## src/rtl/tmr_pkg.sv

```systemverilog
package tmr_pkg;
  localparam int PRE_W  = 12;
  localparam int FLAG_W = 6;
  localparam int N_CMP  = 3;

  localparam int W_CTRL = 0;
  localparam int W_PRE  = 1;
  localparam int W_STAT = 2;
  localparam int W_IEN  = 3;
  localparam int W_CMP0 = 4;
  localparam int W_CNT  = 9;

  localparam int B_EN    = 0;
  localparam int B_ENMOD = 1;
  localparam int B_FREE  = 9;
  localparam int B_SWR   = 15;
  localparam int B_ROLL  = 5;

  localparam logic [31:0] CTRL_DROP = 32'h0000_7C14;
  localparam logic [31:0] SOFT_CLR  = 32'h0000_003F;

  typedef struct packed {
    logic             run;
    logic [2:0]       srcSel;
    logic             freeRun;
    logic             restart;
    logic [PRE_W-1:0] presc;
  } dpCtrl_t;
endpackage

```

## src/rtl/tmr_datapath.sv

```systemverilog
module tmr_datapath
  import tmr_pkg::*;
#(
  parameter int CNT_W = 32
) (
  input  logic                          clk,
  input  logic                          rstN,
  input  dpCtrl_t                       dp,
  input  logic [N_CMP-1:0][CNT_W-1:0]   cmpVal,
  input  logic [2:0]                    tickVec,
  output logic [CNT_W-1:0]              count,
  output logic [N_CMP-1:0]              hitVec,
  output logic                          rollEv
);
  localparam logic [CNT_W-1:0] CNT_MAX = '1;

  logic             srcTick;
  logic [PRE_W-1:0] preCnt;
  logic             step;
  logic [CNT_W-1:0] nextCnt;

  always_comb begin
    unique case (dp.srcSel)
      3'b001:  srcTick = tickVec[0];
      3'b010:  srcTick = tickVec[1];
      3'b100:  srcTick = tickVec[2];
      default: srcTick = 1'b0;
    endcase
  end

  assign step    = dp.run && srcTick && (preCnt >= dp.presc) && !dp.restart;
  assign nextCnt = (!dp.freeRun && count == cmpVal[0]) ? '0 : count + 1'b1;
  assign rollEv  = step && (count == CNT_MAX);

  generate
    for (genvar i = 0; i < N_CMP; i++) begin : g_hit
      assign hitVec[i] = step && (nextCnt == cmpVal[i]);
    end
  endgenerate

  always_ff @(posedge clk or negedge rstN) begin
    if (!rstN) begin
      count  <= '0;
      preCnt <= '0;
    end else if (dp.restart) begin
      count  <= '0;
      preCnt <= '0;
    end else if (dp.run && srcTick) begin
      if (preCnt >= dp.presc) begin
        preCnt <= '0;
        count  <= nextCnt;
      end else begin
        preCnt <= preCnt + 1'b1;
      end
    end
  end

  p_hold_idle_r4: assert property (@(posedge clk) disable iff (!rstN)
    (!(dp.run && srcTick) && !dp.restart) |=> $stable(count));

  p_free_inc_r7: assert property (@(posedge clk) disable iff (!rstN)
    (step && dp.freeRun && count != CNT_MAX) |=> count == $past(count) + 1'b1);

  p_restart_zero_r11: assert property (@(posedge clk) disable iff (!rstN)
    dp.restart |=> count == '0);

  p_wrap_zero_r6: assert property (@(posedge clk) disable iff (!rstN)
    (step && !dp.freeRun && count == cmpVal[0]) |=> count == '0);
endmodule

```

## src/rtl/tmr_ctrl.sv

```systemverilog
module tmr_ctrl
  import tmr_pkg::*;
#(
  parameter int CNT_W  = 32,
  parameter int ADDR_W = 4
) (
  input  logic                          clk,
  input  logic                          rstN,
  input  logic                          busSel,
  input  logic                          busWe,
  input  logic [ADDR_W-1:0]             busAddr,
  input  logic [31:0]                   busWdata,
  output logic [31:0]                   busRdata,
  output logic                          irq,
  output dpCtrl_t                       dp,
  output logic [N_CMP-1:0][CNT_W-1:0]   cmpVal,
  input  logic [CNT_W-1:0]              count,
  input  logic [N_CMP-1:0]              hitVec,
  input  logic                          rollEv
);
  localparam logic [31:0] SWR_BIT = 32'h1 << B_SWR;
  localparam logic [31:0] KEEP    = ~CTRL_DROP & ~SWR_BIT;

  logic [31:0]       ctrlReg;
  logic              swrFlag;
  logic [PRE_W-1:0]  prescReg;
  logic [FLAG_W-1:0] statReg;
  logic [FLAG_W-1:0] ienReg;

  logic              wrEn, wrCtrl, wrPre, wrStat, wrIen, swrReq, enRise;
  logic [N_CMP-1:0]  wrCmp;
  logic [FLAG_W-1:0] setMask, clrMask;

  assign wrEn   = busSel && busWe;
  assign wrCtrl = wrEn && (busAddr == ADDR_W'(W_CTRL));
  assign wrPre  = wrEn && (busAddr == ADDR_W'(W_PRE));
  assign wrStat = wrEn && (busAddr == ADDR_W'(W_STAT));
  assign wrIen  = wrEn && (busAddr == ADDR_W'(W_IEN));
  assign swrReq = wrCtrl && busWdata[B_SWR];
  assign enRise = wrCtrl && busWdata[B_EN] && busWdata[B_ENMOD] && !ctrlReg[B_EN];

  always_comb begin
    for (int i = 0; i < N_CMP; i++)
      wrCmp[i] = wrEn && (busAddr == ADDR_W'(W_CMP0 + i));
  end

  assign setMask = {rollEv, 2'b00, hitVec};
  assign clrMask = wrStat ? busWdata[FLAG_W-1:0] : '0;

  always_ff @(posedge clk or negedge rstN) begin
    if (!rstN) begin
      ctrlReg  <= '0;
      swrFlag  <= 1'b0;
      prescReg <= '0;
      statReg  <= '0;
      ienReg   <= '0;
      cmpVal   <= '1;
    end else begin
      swrFlag <= swrReq;
      if (swrReq) begin
        ctrlReg  <= busWdata & KEEP & ~SOFT_CLR;
        prescReg <= '0;
        statReg  <= '0;
        ienReg   <= '0;
        cmpVal   <= '1;
      end else begin
        if (wrCtrl) ctrlReg  <= busWdata & KEEP;
        if (wrPre)  prescReg <= busWdata[PRE_W-1:0];
        if (wrIen)  ienReg   <= busWdata[FLAG_W-1:0];
        statReg <= (statReg & ~clrMask) | setMask;
        for (int i = 0; i < N_CMP; i++)
          if (wrCmp[i]) cmpVal[i] <= busWdata[CNT_W-1:0];
      end
    end
  end

  assign dp.run     = ctrlReg[B_EN];
  assign dp.srcSel  = ctrlReg[8:6];
  assign dp.freeRun = ctrlReg[B_FREE];
  assign dp.presc   = prescReg;
  assign dp.restart = swrReq || enRise || (wrCmp[0] && !ctrlReg[B_FREE]);

  assign irq = (|(statReg & ienReg)) && ctrlReg[B_EN];

  always_comb begin
    busRdata = '0;
    if (busSel) begin
      case (busAddr)
        ADDR_W'(W_CTRL):     busRdata = ctrlReg | (swrFlag ? SWR_BIT : 32'h0);
        ADDR_W'(W_PRE):      busRdata = 32'(prescReg);
        ADDR_W'(W_STAT):     busRdata = 32'(statReg);
        ADDR_W'(W_IEN):      busRdata = 32'(ienReg);
        ADDR_W'(W_CMP0):     busRdata = 32'(cmpVal[0]);
        ADDR_W'(W_CMP0 + 1): busRdata = 32'(cmpVal[1]);
        ADDR_W'(W_CMP0 + 2): busRdata = 32'(cmpVal[2]);
        ADDR_W'(W_CNT):      busRdata = 32'(count);
        default:             busRdata = '0;
      endcase
    end
  end

  p_hit_flag_r8: assert property (@(posedge clk) disable iff (!rstN)
    (hitVec[0] && !swrReq) |=> statReg[0]);

  p_roll_flag_r7: assert property (@(posedge clk) disable iff (!rstN)
    (rollEv && !swrReq) |=> statReg[B_ROLL]);

  p_soft_clear_r12: assert property (@(posedge clk) disable iff (!rstN)
    swrReq |=> (ctrlReg[5:0] == 6'd0 && swrFlag && statReg == '0));

  p_capture_idle_r8: assert property (@(posedge clk) disable iff (!rstN)
    statReg[4:3] == 2'b00);
endmodule

```

## src/rtl/tri_cmp_timer.sv

```systemverilog
module tri_cmp_timer
  import tmr_pkg::*;
#(
  parameter int CNT_W  = 32,
  parameter int ADDR_W = 4
) (
  input  logic              clk,
  input  logic              rstN,
  input  logic              busSel,
  input  logic              busWe,
  input  logic [ADDR_W-1:0] busAddr,
  input  logic [31:0]       busWdata,
  output logic [31:0]       busRdata,
  input  logic              tickPeriph,
  input  logic              tickHigh,
  input  logic              tickSlow,
  output logic              irq
);
  dpCtrl_t                     dp;
  logic [N_CMP-1:0][CNT_W-1:0] cmpVal;
  logic [CNT_W-1:0]            count;
  logic [N_CMP-1:0]            hitVec;
  logic                        rollEv;

  tmr_ctrl #(.CNT_W(CNT_W), .ADDR_W(ADDR_W)) u_ctrl (
    .clk(clk), .rstN(rstN), .busSel(busSel), .busWe(busWe), .busAddr(busAddr),
    .busWdata(busWdata), .busRdata(busRdata), .irq(irq), .dp(dp),
    .cmpVal(cmpVal), .count(count), .hitVec(hitVec), .rollEv(rollEv)
  );

  tmr_datapath #(.CNT_W(CNT_W)) u_dp (
    .clk(clk), .rstN(rstN), .dp(dp), .cmpVal(cmpVal),
    .tickVec({tickSlow, tickHigh, tickPeriph}),
    .count(count), .hitVec(hitVec), .rollEv(rollEv)
  );
endmodule

```

## config.mk

```make
export PLATFORM = sky130hd
export DESIGN_NAME = tri_cmp_timer
export DESIGN_NICKNAME = d
export VERILOG_FILES = /design/src/rtl/tmr_pkg.sv /design/src/rtl/tmr_datapath.sv /design/src/rtl/tmr_ctrl.sv /design/src/rtl/tri_cmp_timer.sv
export SDC_FILE = /design/constraint.sdc
export NUM_CORES = 1
export LEC_CHECK = 0
export CELL_PAD_IN_SITES_DETAIL_PLACEMENT = 1
export CELL_PAD_IN_SITES_GLOBAL_PLACEMENT = 2
export CORE_MARGIN = 2
export CORE_UTILIZATION = 37
export CTS_CLUSTER_SIZE = 20
export DETAILED_ROUTE_END_ITERATION = 12
export PLACE_DENSITY = 0.79
export SYNTH_ARGS = -nofsm -noshare
export SYNTH_HDL_FRONTEND = slang
export SYNTH_SLANG_ARGS = --single-unit
```

## constraint.sdc

```tcl
create_clock -name clk -period 3.5 [get_ports clk]
set_input_delay 0.7 -clock clk [delete_from_list [all_inputs] [get_ports clk]]
set_output_delay 0.7 -clock clk [all_outputs]
set_load 0.005 [all_outputs]
```

==> results of run 1 <==
## routing by layer
layer	vias to the layer above	track usage, %	part of all wire, %
met4	2	12.1	2.9
met5	-	1.33	0.10
met1	6729	48.6	44
met3	97	9.22	8.4
li1	5683	-	-
met2	548	52.7	44
## cell usage in the layout, fill, tap and decap left out, types with 17 or more instances in the layout
cell and instances:
nand2_1 339, dfrtp_1 89, inv_1 23, clkdlybuf4s50_1 57, a222oi_1 21, xnor2_1 24, buf_4 172, dfstp_2 96
a22oi_1 72, o22ai_1 17, a21oi_1 60, nand4_1 25, clkbuf_16 17, o21ai_0 66, a31oi_1 23, nor2_1 54
xor2_1 53, nor3_1 17, nor4_1 19, buf_12 20, nand3_1 119
## logic make-up (layout without fill, tap and decap cells)
| kind of cell | count (synthesis) | after routing |
|---|---|---|
| AOI/OAI and AO/OA | 337 | 337 |
| buffers and inverters | 136 | 331 |
| muxes | 10 | 10 |
| DFF | 189 | 189 |
| and+or+nand+nor | 693 | 693 |
| xor gates and xnor gates | 87 | 87 |
| adders and majority gates | 14 | 14 |
## cell type report
type                            count  area [µm²]
Clock buffer                       21         460
Clock inverter                     11         150
Fill cell                        3817       16800
Inverter                           24        90.1
Multi-Input combinational cell   1141        6910
Sequential cell                   189        4850
Tap cell                          442         553
Timing Repair Buffer              275        2610
## flip-flops by register name, summed over array words and instances (netlist names)
signal	flops
u_ctrl.cmpVal	96
u_ctrl.ctrlReg	24
u_ctrl.ienReg	6
u_ctrl.prescReg	12
u_ctrl.statReg	6
u_ctrl.swrFlag	1
u_dp.count	32
u_dp.preCnt	12
## stage by stage
stage	setup slack, ns	total power [W]	cells	instance area, µm²
4_1_cts	0.00298	0.00772	2094	15400
6_report	0.0669	0.00777	2103	15600
2_1_floorplan	0.581	0.00431	1466	12200
5_1_grt	-0.0252	0.00811	2103	15600
3_3_place_gp	-0.210	0.00553	2053	14600
3_5_place_dp	-0.244	0.00560	2053	14600
## what timing repair did
action / in CTS / in global routing
setup endpoints to repair: 33 / 21
setup buffers: 5 / 9
hold endpoints to repair: 0 / 0
pin swaps: 8 / 6
gates cloned: 4 / 0
gates resized for setup: 24 / 28
## where the power goes
part	internal [W]	switching [W]	leakage [nW]
registers	0.00283	0.000704	2.25
clock network	0.00112	0.000970	0.295
logic	0.000937	0.00122	4.14
## path summary, 6_finish.rpt
kind,cells past startpoint,endpoint,slack [ns],startpoint
max,10,u_ctrl.statReg[2],0.07,u_dp.count[1]
min,1,u_dp.count[16],0.28,rstN
max reg2reg,10,u_ctrl.statReg[2],0.07,u_dp.count[1]
min reg2reg,2,u_ctrl.ctrlReg[21],0.48,u_ctrl.ctrlReg[21]
max in group asynchronous,2,u_ctrl.cmpVal[32],2.39,rstN
min in group clk,2,u_ctrl.ctrlReg[21],0.48,u_ctrl.ctrlReg[21]
==> results.md, run 1 <==
- Status: finished, final reports clean
- Synth area leader: dfstp_2
- Root Buffer: clkbuf_16
- Number of max-cap violations: 0
- Core area: 32500 µm²
- Most common cell in the netlist: nand2_1
- Die width: 185 µm
- Hold Worst Slack: 0.284 ns
- Post-synthesis sequential area ratio: 39.8%
- IO Port Bufs: 75
- Pwr/cell area: 497 nW/µm²
- Slowest stage delay, CP: 0.57 ns
- Synth cell types: 82
- First DRT Iteration DRCs: 1351
- Largest family of logic cells by synthesized area: simple AND/OR/NAND/NOR gates
- Post-synthesis register bit count: 189
- Slew margin rel.: 24.0%
- Xor and xnor area share after synthesis: 6.50%
- Tightest Pin Transition: 1.14 ns
- Synth Area in Compound Gates: 18.6%
- Setup Crit Path Kind: reg -> reg
- GR Util All Layers: 35.1%
- Final Util: 48.1%
- Number of diodes: 0
- Top post-synthesis cells by area: dfstp_2 21%, dfrtp_1 19%, nand2_1 10%, nand3_1 4.9%, a22oi_1 4.4%
- Pleak: 6.69 nW
- Fmax: 291 MHz
- DIE AREA: 34400 µm²
- First-pass GRT wire length: 87300 µm
- Core Rows: 66
- Critical-path maximum fanout: 5
- Vias in the first global route: 13081
- Post-synthesis cell count: 1466
- Post-synth design cell area: 12200 µm²
- Post-synthesis net count: 1523
- Critical path's top delay family: simple AND/OR/NAND/NOR gates
- Die H: 185 µm
- CTS tree: yes
- GRT Residual Overflow: 0
- Layout Skew: 0.0132 ns
- CTS H-tree depth: 4
- Period minus WS final: 3.43 ns
- Most used cell, CP: buf_4
- Router iterations before antenna repair: 6
- Synth Area in Adders: 1.44%
- Post-DRT Antenna Nets: 0
- Post-synth ARST share: 100%
- Clock Latency Late Sink: 0.46 ns
- Inserted Clock Buffers: 17
- Post-synthesis mux area share: 0.833%
- Critical path launch point type: flop
- Crit path cell chain: buf_4 -> xor2_1 -> nor4_2 -> nand3_1 -> or3_1 -> o32ai_1 -> nand4_1 -> buf_4 -> or4_1 -> o21ai_1
- CP endpoint kind: flop
- Detailed placer's ending HPWL: 43600 µm
- Synth Area in Simple Gates: 27.8%
- Final setup fails: 0
- Max Slew Vio Count: 0
- RSZ-0062 raised after global routing: true
- CTS Sinks: 189
- Synth cell count leaders: 340 x nand2_1, 119 x nand3_1, 96 x dfstp_2
- Synth Area per Inst: 8.30 µm²
- YS warnings: 0
- CTS Buffer Depth: 2
- RD Place Congestion: 1.02
- Layout area overhead: 28.4%
- Worst VDD drop: 0.000371 V
- Detailed-route via count: 13059
- Final hold vios: 0
- Post-synth EDFFs: 0
- WL per Instance: 28.0 µm
- Final WL: 59000 µm
- Final setup TNS: 0 ns
- Final period util: 98.1%
- Crit path arrival time: 3.81 ns
- Hold Crit Class: in -> async
- Largest net degree at the start of global routing: 99
- Final nets: 1705
- Layout cells sized above 1: 23.3%
- WP data required: 3.88 ns
- Reg clk slew, reported paths: 0.08 ns
- I/O pin cnt: 76
- Hold bufs inserted after CTS: 0
- Synth top area share: 20.7%
- Initial antenna violation count: 0
- Initial Utilization: 37.5%
- Number of remaining DRC errors: 0
- Post-synth top flop: dfstp_2
- CP Buf/Inv Count: 2
- Slowest CP cell: or4_1
- Vias/cell: 6.21
(Power assumes the default switching activity.)
==> inputs of run 2 (changes only) <==
Settings changed: CORE_UTILIZATION 37 to 38, PLACE_DENSITY 0.79 to 0.8, SYNTH_HIERARCHICAL set to 1.
==> results.md, run 2 <==
- Status: complete, but fails checks
- Failing checks: setup timing
- CP Buf/Inv Count: 3
- Fmax: 284 MHz
- CTS tree: yes
- Core Rows: 68
- Largest family of logic cells by synthesized area: simple AND/OR/NAND/NOR gates
- RD Place Congestion: 1.02
- Synth Area in Compound Gates: 18.5%
- I/O pin cnt: 76
- Period minus WS final: 3.52 ns
- Post-synth design cell area: 13200 µm²
- YS warnings: 6
- Critical path launch point type: flop
- Post-synth top flop: dfstp_2
- Xor and xnor area share after synthesis: 8.04%
- Synth Area in Simple Gates: 26.0%
- Final WL: 63100 µm
- Synth area leader: dfstp_2
- CTS Sinks: 189
- Critical-path maximum fanout: 4
- Largest net degree at the start of global routing: 88
- Post-synth EDFFs: 0
- CTS Buffer Depth: 2
- CP endpoint kind: flop
- Synth cell types: 88
- Crit path arrival time: 3.93 ns
- Final period util: 101%
- Tightest Pin Transition: 1.29 ns
- Biggest regs: u_ctrl/cmpVal: 96 flops, u_dp/count: 32 flops, u_ctrl/ctrlReg: 24 flops
- Total Power: 0.00767 W
- Vias in the first global route: 13730
- First-pass GRT wire length: 93100 µm
- Pleak: 7.19 nW
- Worst VDD drop: 0.000369 V
- Commonest non-fill, non-tap cell in the layout: nand2_1
- Root Buffer: clkbuf_16
- Hold Worst Slack: 0.271 ns
- WP data required: 3.91 ns
- Non-filler cells, final: 2214
- Most frequent cells in the layout: 278 x nand2_1, 210 x buf_4, 120 x nand3_1, 96 x dfstp_2, 92 x dfrtp_1
- Synth cell count leaders: 278 x nand2_1, 121 x nand3_1, 96 x dfstp_2
- Synth Area per Inst: 8.55 µm²
- Detailed placer's ending HPWL: 48700 µm
- Initial antenna violation count: 0
- DIE AREA: 36200 µm²
- Detailed-route via count: 14066
- Final hold vios: 0
- Met3 Track Usage GR: 8.81%
- Crit path cell chain: xnor2_1 -> nand4_1 -> nor4_4 -> and3_4 -> buf_4 -> o21ai_0 -> a2111oi_0 -> buf_4 -> o2111ai_1 -> nor4_2 -> buf_4 -> o21a_1
- Inserted Clock Buffers: 17
- Met2 Track Usage GR: 51.5%
- Die H: 190 µm
- Clock Latency Late Sink: 0.47 ns
- IO Port Bufs: 75
- Slowest CP cell: dfstp_2
- Post-synthesis sequential area ratio: 36.8%
- Most common cell in the netlist: nand2_1
- Number of max-cap violations: 0
- Layout Skew: 0.00890 ns
- WL per Instance: 28.5 µm
- Critical path's top delay family: simple AND/OR/NAND/NOR gates
- Post-DRT Antenna Nets: 0
- Place WS: -0.246 ns
- Most used cell, CP: buf_4
- Final setup fails: 1
- Post-synthesis cell count: 1542
- CTS H-tree depth: 4
- Slowest stage delay, CP: 0.61 ns
- Post-synthesis mux area share: 4.24%
- Initial Utilization: 38.3%
- Hold Crit Class: in -> async
- Post-synthesis register bit count: 189
- Top post-synthesis cells by area: dfstp_2 19%, dfrtp_1 18%, nand2_1 7.9%, xnor2_1 4.7%, nand3_1 4.6%
- Setup Crit Path Kind: reg -> reg
- First DRT Iteration DRCs: 1726
- Pwr/cell area: 462 nW/µm²
- GR peak layer: met1
- Die width: 190 µm
- Synth Area in Adders: 1.33%
- Largest register FFs: 96
- Number of remaining DRC errors: 0
- Post-synth ARST share: 100%
- GRT Residual Overflow: 0
- Router iterations before antenna repair: 6
- Setup ws final: -0.0200 ns
- Max Slew Vio Count: 0
- Hold bufs inserted after CTS: 0
- Core area: 34400 µm²
- Synth top area share: 19.1%
- Layout cells sized above 1: 26.7%
- Layout area overhead: 26.0%
- RSZ-0062 raised after global routing: true
- GR Util All Layers: 35.2%
- Slew margin rel.: 14.0%
- Final nets: 1802
- Post-synthesis net count: 1599
- Vias/cell: 6.35
- Number of placed cells counting well taps: 2170
- Met1 global-route usage: 51.6%
- Reg clk slew, reported paths: 0.08 ns
- Largest reg by FF count: u_ctrl/cmpVal
## run 2: cell types whose count changed after synthesis, moves of 7 or more
| cell | change |
|---|---|
| xor2_1 | -39 |
| a21oi_1 | +10 |
| a31oi_1 | -15 |
| xnor2_1 | +43 |
| mux2_2 | +37 |
| a32oi_1 | +8 |
| xnor3_1 | +9 |
| o31ai_1 | -7 |
| nor2_1 | +30 |
| a22o_1 | +28 |
| nand2_1 | -62 |
| buf_2 | +14 |
| a22oi_1 | -45 |
| o21a_1 | +9 |
## run 2: stage by stage
| step | util (%) | area [µm²] | setup TNS (ns) |
|---|---|---|---|
| after CTS | 47.8 | 16400 | -0.229 |
| after detailed placement | 45.9 | 15800 | -3.48 |
| after global placement | 45.9 | 15800 | -3.23 |
| after global routing | 48.3 | 16600 | -0.271 |
| final | 48.3 | 16600 | -0.0200 |
| after floorplan | - | 13200 | 0 |
## run 2: report_power, final
part / switching (W) / internal (W) / total [W] / leakage [nW]
sequential: 0.000735 / 0.00281 / 0.00355 / 2.26
clock: 0.00101 / 0.00101 / 0.00202 / 0.287
combinational: 0.00110 / 0.000997 / 0.00210 / 4.64
## run 2: area by class of cell
type,count,area [µm²]
antenna,1,2.50
clock buffer,17,425
clock inverter,15,156
fill,4056,17800
inverter,27,101
multi-input combinational,1204,7840
sequential,189,4850
tap,455,569
timing repair buffer,306,2660
## run 2: worst paths after layout
path	depth (start not counted)	slack, ns	from	end
min in group clk	2	0.48	u_ctrl/ctrlReg[5]	u_ctrl/ctrlReg[5]
setup reg to reg	12	-0.02	u_ctrl/cmpVal[28]	u_ctrl/statReg[0]
max in group asynchronous	2	2.33	rstN	u_ctrl/cmpVal[25]
hold / removal	1	0.27	rstN	u_ctrl/ctrlReg[29]
hold reg to reg	2	0.48	u_ctrl/ctrlReg[5]	u_ctrl/ctrlReg[5]
setup / recovery	12	-0.02	u_ctrl/cmpVal[28]	u_ctrl/statReg[0]
## run 2: logic make-up after synthesis
group | after synthesis
fa+ha+maj | 14
flops | 189
compound gates | 352
buf+inv | 149
mux | 51
simple gates | 686
xor+xnor | 101
## run 2: routing by layer
layer  up-vias  routed length (µm)
li1       6011                   -
met1      7229               28800
met2       733               26900
met3        93                5910
met4         0                1470
met5         -                   0
## run 2: what timing repair did
action | in CTS | in global routing
endpoints found under the setup margin | 33 | 19
resized for setup | 41 | 39
pin swaps | 15 | 13
buffers inserted | 3 | 8
cloned | 0 | 0
